**config.mk**
```make
export PLATFORM = sky130hd
export DESIGN_NAME = proto_disc_responder
export DESIGN_NICKNAME = d
export VERILOG_FILES = /design/src/rtl/disc_pkg.sv /design/src/rtl/disc_ctrl.sv /design/src/rtl/disc_datapath.sv /design/src/rtl/proto_disc_responder.sv
export SDC_FILE = /design/constraint.sdc
export NUM_CORES = 1
export LEC_CHECK = 0
export ABC_AREA = 0
export BUFFER_PORTS_ARGS = -buffer_cell sky130_fd_sc_hd__buf_2
export CORE_MARGIN = 2
export CORE_UTILIZATION = 42
export DETAILED_ROUTE_END_ITERATION = 7
export PLACE_DENSITY = 0.79
export REMOVE_ABC_BUFFERS = 1
export SETUP_SLACK_MARGIN = 0.05
export SYNTH_ARGS = -nofsm -noshare
export SYNTH_HDL_FRONTEND = slang
export SYNTH_SLANG_ARGS = --single-unit
export TNS_END_PERCENT = 30
```
**constraint.sdc**
```tcl
create_clock -name clk -period 2.09 [get_ports clk]
set_input_delay 0.3135 -clock clk [delete_from_list [all_inputs] [get_ports clk]]
set_output_delay 0.3135 -clock clk [all_outputs]
set_load 0.02 [all_outputs]
```
**src/rtl/disc_pkg.sv**
```systemverilog
package disc_pkg;

  localparam logic [15:0] DISC_VID  = 16'h0001;
  localparam logic [7:0]  DISC_TYPE = 8'h00;
  localparam int          RSP_LEN   = 3;
  localparam int          MIN_REQ   = 3;

  typedef enum logic [1:0] {
    ST_IDLE = 2'd0,
    ST_W0   = 2'd1,
    ST_W1   = 2'd2,
    ST_W2   = 2'd3
  } discState_t;

  // strobes from control to datapath
  typedef struct packed {
    logic       capture;
    logic       clear;
    logic [1:0] sel;
  } dpStrobes_t;

endpackage

```
**src/rtl/disc_ctrl.sv**
```systemverilog
module disc_ctrl
  import disc_pkg::*;
(
  input  logic       clk,
  input  logic       rstN,
  input  logic       reqValid,
  input  logic       go,
  input  logic       enough,
  output dpStrobes_t strb,
  output logic       rspValid,
  output logic       done,
  output logic       discard
);

  discState_t state, stateNext;
  logic       discardQ;
  logic       idle;

  assign idle = (state == ST_IDLE);

  always_comb begin
    stateNext = state;
    case (state)
      ST_IDLE: if (go && enough) stateNext = ST_W0;
      ST_W0:   stateNext = ST_W1;
      ST_W1:   stateNext = ST_W2;
      default: stateNext = ST_IDLE;
    endcase
  end

  always_ff @(posedge clk) begin
    if (!rstN) begin
      state    <= ST_IDLE;
      discardQ <= 1'b0;
    end else begin
      state    <= stateNext;
      discardQ <= idle && go && !enough;
    end
  end

  always_comb begin
    strb.clear   = idle && go;
    strb.capture = idle && reqValid && !go;
    case (state)
      ST_W1:   strb.sel = 2'd1;
      ST_W2:   strb.sel = 2'd2;
      default: strb.sel = 2'd0;
    endcase
  end

  assign rspValid = !idle;
  assign done     = (state == ST_W2);
  assign discard  = discardQ;

endmodule

```
**src/rtl/disc_datapath.sv**
```systemverilog
module disc_datapath
  import disc_pkg::*;
#(
  parameter int                     NUM_PROT   = 3,
  parameter logic [NUM_PROT*24-1:0] PROT_TABLE = '0
) (
  input  logic        clk,
  input  logic        rstN,
  input  dpStrobes_t  strb,
  input  logic [31:0] reqData,
  output logic        enough,
  output logic [31:0] rspData
);

  localparam int TOTAL = NUM_PROT + 1;

  logic [1:0]  wordCnt;
  logic [7:0]  index;
  logic [15:0] vid;
  logic [7:0]  objType;
  logic [7:0]  nextIdx;
  logic [8:0]  idxPlus;

  always_ff @(posedge clk) begin
    if (!rstN) begin
      wordCnt <= '0;
      index   <= '0;
    end else if (strb.clear) begin
      wordCnt <= '0;
    end else if (strb.capture) begin
      if (wordCnt == 2'd2) index <= reqData[7:0];
      if (wordCnt != 2'd3) wordCnt <= wordCnt + 2'd1;
    end
  end

  assign enough = (32'(wordCnt) >= MIN_REQ);

  always_comb begin
    vid     = 16'hFFFF;
    objType = 8'hFF;
    if (index == 8'd0) begin
      vid     = DISC_VID;
      objType = DISC_TYPE;
    end
    for (int p = 0; p < NUM_PROT; p++) begin
      if (index == 8'(p + 1)) begin
        vid     = PROT_TABLE[p*24 +: 16];
        objType = PROT_TABLE[p*24 + 16 +: 8];
      end
    end
  end

  assign idxPlus = {1'b0, index} + 9'd1;
  assign nextIdx = (idxPlus == 9'(TOTAL)) ? 8'd0 : idxPlus[7:0];

  always_comb begin
    case (strb.sel)
      2'd0:    rspData = {8'h00, DISC_TYPE, DISC_VID};
      2'd1:    rspData = 32'(RSP_LEN);
      default: rspData = {nextIdx, objType, vid};
    endcase
  end

endmodule

```
**src/rtl/proto_disc_responder.sv**
```systemverilog
module proto_disc_responder
  import disc_pkg::*;
#(
  parameter int                     NUM_PROT   = 3,
  parameter logic [NUM_PROT*24-1:0] PROT_TABLE = {24'h7E_ABCD, 24'h05_1E98, 24'h02_1E98}
) (
  input  logic        clk,
  input  logic        rstN,
  input  logic        reqValid,
  input  logic [31:0] reqData,
  input  logic        go,
  output logic        rspValid,
  output logic [31:0] rspData,
  output logic        done,
  output logic        discard
);

  dpStrobes_t strb;
  logic       enough;

  disc_ctrl uCtrl (
    .clk      (clk),
    .rstN     (rstN),
    .reqValid (reqValid),
    .go       (go),
    .enough   (enough),
    .strb     (strb),
    .rspValid (rspValid),
    .done     (done),
    .discard  (discard)
  );

  disc_datapath #(
    .NUM_PROT   (NUM_PROT),
    .PROT_TABLE (PROT_TABLE)
  ) uData (
    .clk     (clk),
    .rstN    (rstN),
    .strb    (strb),
    .reqData (reqData),
    .enough  (enough),
    .rspData (rspData)
  );

endmodule

```
==> results by stage <==
Critical path:
- Walking the worst path, the cells encountered are buf_4 > nor4_4 > nor3b_4 > o31ai_2 > o21a_2 > buf_2.
- The critical path endpoint category is a primary output.
- The critical path startpoint category is a flop.
- The largest stage delay on the critical path is 360 ps.
- For the worst setup path, the data arrival time is 1920 ps.
- The required time of the critical path is 1780 ps.
- Along the worst path, the maximum fanout reaches 9.
- Among all stages on the critical path, the largest delay is contributed by sky130_fd_sc_hd__dfxtp_2.
- The critical path is of the reg2out type.

Layout:
- The count of fill cells added during filler insertion is 281.
- The sequential cell area is 269 um^2.
- The number of non-filler instances in the completed layout is 214.
- The total inserted antenna cells is 0.
- The post-route standard cell area excluding fillers is 0.00148 mm^2.
- The fraction of final layout cells sized beyond drive strength 1 is 0.448.
- The count of nets after finishing is 231.
- The area added between synthesis and finish is 28.0%.
- The multi-input gate area in the final layout is 783 um^2.

Pwr:
- The logic gate share of total power is 0.103.
- The part of the total power dissipated in the clock network is 0.342.
- Across the VDD grid, the largest voltage drop is 458 uV.
- The internal power is 345 uW.
- The proportion of power drawn by flip-flops and latches is 0.555.
- The switching part of the total is 0.243.
- Summed over all cells, the static leakage comes to 0.749 nW.
- For this design the total switching power over the nets is 110 uW.
- In this run the power density over the cells is 307 mW/mm^2.
- Overall power consumption after layout is estimated at 456 uW.

Place:
- The count of buffers inserted at the top-level ports is 46.
- The placer's final routability congestion estimate is 0.762.
- Once placement completed, the tool counted placed cells totaling 209.
- The HPWL after detailed placement is 1920 um.
- The post-place instance area is 0.00138 mm^2.

Timing:
- The final hold violation count is 0.
- The max-slew violation count is 0.
- The clock arrives with 1.95 ps of skew.
- Counting I/O delays and the setup requirement, the final critical path takes 2230 ps.
- For the final routed database, the setup TNS stands at -2630 ps.
- For this run, the top clock speed supported by timing is 448 MHz.
- The worst-case setup margin in the final layout is -143 ps.
- The final period utilization is 1.07.
- In this run the tightest slew margin relative to its limit is 0.753.
- Setup repair after global routing could not meet its margin everywhere.
- The final hold slack is 267 ps.
- At the pin with the least slew margin, the transition time is 370 ps.
- The final setup violation count is 27.

Global route:
- The number of antenna violations at the first check in global routing is 0.
- The overall routing resource usage is 0.155.
- The via count of the first global-routing pass is 932.
- The first global-routing pass estimated 4110 um of wire.
- Entering global routing, the biggest net connects 13 pins.
- The global route total overflow is 0.

Synthesis:
- The area share of the largest cell type after synthesis is 0.225.
- In the synthesized netlist the async set-or-reset flop fraction comes to 0.
- The sequential fraction of the synthesis area is 0.225.
- sky130_fd_sc_hd__dfxtp_1 takes more of the synthesized area than any other cell.
- Yosys mapped a number of flops with a built-in enable equal to 0.
- During synthesis, Yosys emitted a total of 0 warnings.
- Synthesis produced 139 cells.
- The combined area of all synthesized cells is 0.00116 mm^2.
- By count the netlist is led by sky130_fd_sc_hd__nand2_1, sky130_fd_sc_hd__buf_4, sky130_fd_sc_hd__dfxtp_1.
- Counting distinct cell types in the post-synthesis netlist gives 36.
- The most used standard cell by instance count after synthesis is sky130_fd_sc_hd__nand2_1.
- Synthesis inferred 13 register bits.
- The commonest register cell after synthesis is sky130_fd_sc_hd__dfxtp_1.
- By area the synthesized netlist is led by sky130_fd_sc_hd__dfxtp_1, sky130_fd_sc_hd__ha_1, sky130_fd_sc_hd__buf_4, sky130_fd_sc_hd__nand2_1, sky130_fd_sc_hd__a21boi_0.
- Each instance of the synthesized netlist takes up on average 8.34 um^2.

Clock tree:
- The maximum count of clock buffers along a single path is 2.
- TritonCTS built the clock tree.
- The root cell of the clock tree is sky130_fd_sc_hd__clkbuf_4.
- The insertion delay to the later sink of the worst-skew pair is 280 ps.
- Clock tree synthesis found a total of 13 sinks.
- The clock-pin slew on the worst setup and hold paths is 80 ps.
- The H-tree depth reported by CTS is 1.
- Counting the buffers created by CTS gives 3.

Floorplanning:
- The I/O pin count is 71.
- The site row count is 19.
- The floorplan step set the die height to 56.5 um.
- The die covers 0.00319 mm^2.
- The starting density of the core is 0.431.
- The core outline area is 0.00269 mm^2.
- The horizontal die dimension is 56.5 um.

Detailed routing:
- The residual DRC count is 0.
- Using the TritonRoute via totals, the vias-per-cell ratio works out to 5.04.
- The routed layout has 1078 vias.
- The initial DRC count is 23.
- For this run, the detailed router's first-pass iteration total came to 4.
- The routed design has 2380 um of wire.
- The detail route stage leaves a number of antenna-violating nets equal to 0.
- In the final routed layout, each cell accounts on average for 11.1 um.

Run status:
- The checks that failed: negative setup slack.
- The run finished, with violations left.

Hold path:
- In this run the worst hold path is classified as in2reg.

Job:
- Max-cap violations in this run came to 0.
==> cell usage in the layout, fill, tap and decap left out, types with 2 or more instances in the layout <==
master | netlist | layout
sky130_fd_sc_hd__nor2_1 | 6 | 6
sky130_fd_sc_hd__inv_1 | 6 | 6
sky130_fd_sc_hd__and3_1 | 9 | 6
sky130_fd_sc_hd__a21boi_0 | 10 | 10
sky130_fd_sc_hd__clkbuf_4 | 0 | 3
sky130_fd_sc_hd__and2_1 | 5 | 5
sky130_fd_sc_hd__o21a_1 | 4 | 3
sky130_fd_sc_hd__xnor2_1 | 5 | 5
sky130_fd_sc_hd__ha_1 | 11 | 10
sky130_fd_sc_hd__nand2_1 | 25 | 25
sky130_fd_sc_hd__buf_2 | 0 | 42
sky130_fd_sc_hd__and4_4 | 1 | 2
sky130_fd_sc_hd__dfxtp_1 | 13 | 8
sky130_fd_sc_hd__dfxtp_2 | 0 | 4
sky130_fd_sc_hd__and3_4 | 0 | 3
sky130_fd_sc_hd__buf_4 | 15 | 16
sky130_fd_sc_hd__nand3_1 | 4 | 4
==> final cells by class <==
type,instances,area share
Sequential cell,13,0.181
Multi-Input combinational cell,101,0.528
Clock buffer,3,0.0152
Clock inverter,1,0.00338
Timing Repair Buffer,59,0.230
Tap cell,31,0.0262
Inverter,6,0.0152
==> routing by layer <==
metal | global-route usage | up-vias | share of wire
met3 | 0.0207 | 2 | 0.069
li1 | - | 555 | -
met1 | 0.196 | 477 | 0.47
met5 | 0 | - | 0
met4 | 0.0408 | 0 | 0.0072
met2 | 0.272 | 44 | 0.45
==> final timing paths <==
check | startpoint | endpoint | slack, ps | cells past startpoint
min reg2reg | uData.index[6] | uData.index[6] | 500 | 2
min | reqData[0] | uData.index[0] | 270 | 3
max | uData.index[3] | rspData[21] | -140 | 6
max reg2reg | uCtrl.state[0] | uData.wordCnt[1] | 450 | 6
==> state kept, by name, indices dropped and copies added, names as in the netlist <==
signal,flops
uCtrl.state,2
uCtrl.discard,1
uData.wordCnt,2
uData.index,8
==> through the flow <==
step | setup WS, ps | utilization
after floorplan | -671 | -
after global placement | 132 | 0.515
after detailed placement | 96.8 | 0.515
after CTS | -125 | 0.547
after global routing | -216 | 0.552
final | -143 | 0.552
==> cell families after synthesis <==
| family | after synthesis | share of synthesized area |
|---|---|---|
| adders and majority gates | 11 | 0.119 |
| and+or+nand+nor | 59 | 0.292 |
| buffers and inverters | 25 | 0.136 |
| AOI/OAI and AO/OA | 25 | 0.184 |
| DFF | 13 | 0.225 |
| xor gates and xnor gates | 6 | 0.0454 |
==> worst max-delay path: cells and delay by family, from the launching register on <==
family,cells,cell delay (ps)
AOI/OAI and AO/OA,2,400
buffers and inverters,2,310
DFF,1,360
and+or+nand+nor,2,580
==> power by group through the flow <==
stage / clock (mW) / sequential [mW] / combinational, mW
2_1_floorplan: 0 / 0.261 / 0.0222
3_3_place_gp: 0 / 0.259 / 0.0447
3_5_place_dp: 0 / 0.260 / 0.0450
4_1_cts: 0.159 / 0.253 / 0.0465
5_1_grt: 0.169 / 0.253 / 0.0531
6_report: 0.156 / 0.253 / 0.0468
==> what timing repair did <==
item,4_1_cts,5_1_grt
pin swaps,3,1
hold buffers,0,0
gates resized for setup,14,5
hold endpoints to repair,0,0
buffers inserted,1,0
endpoints found under the setup margin,28,28
No activity file was read; power rests on OpenSTA's default activity.
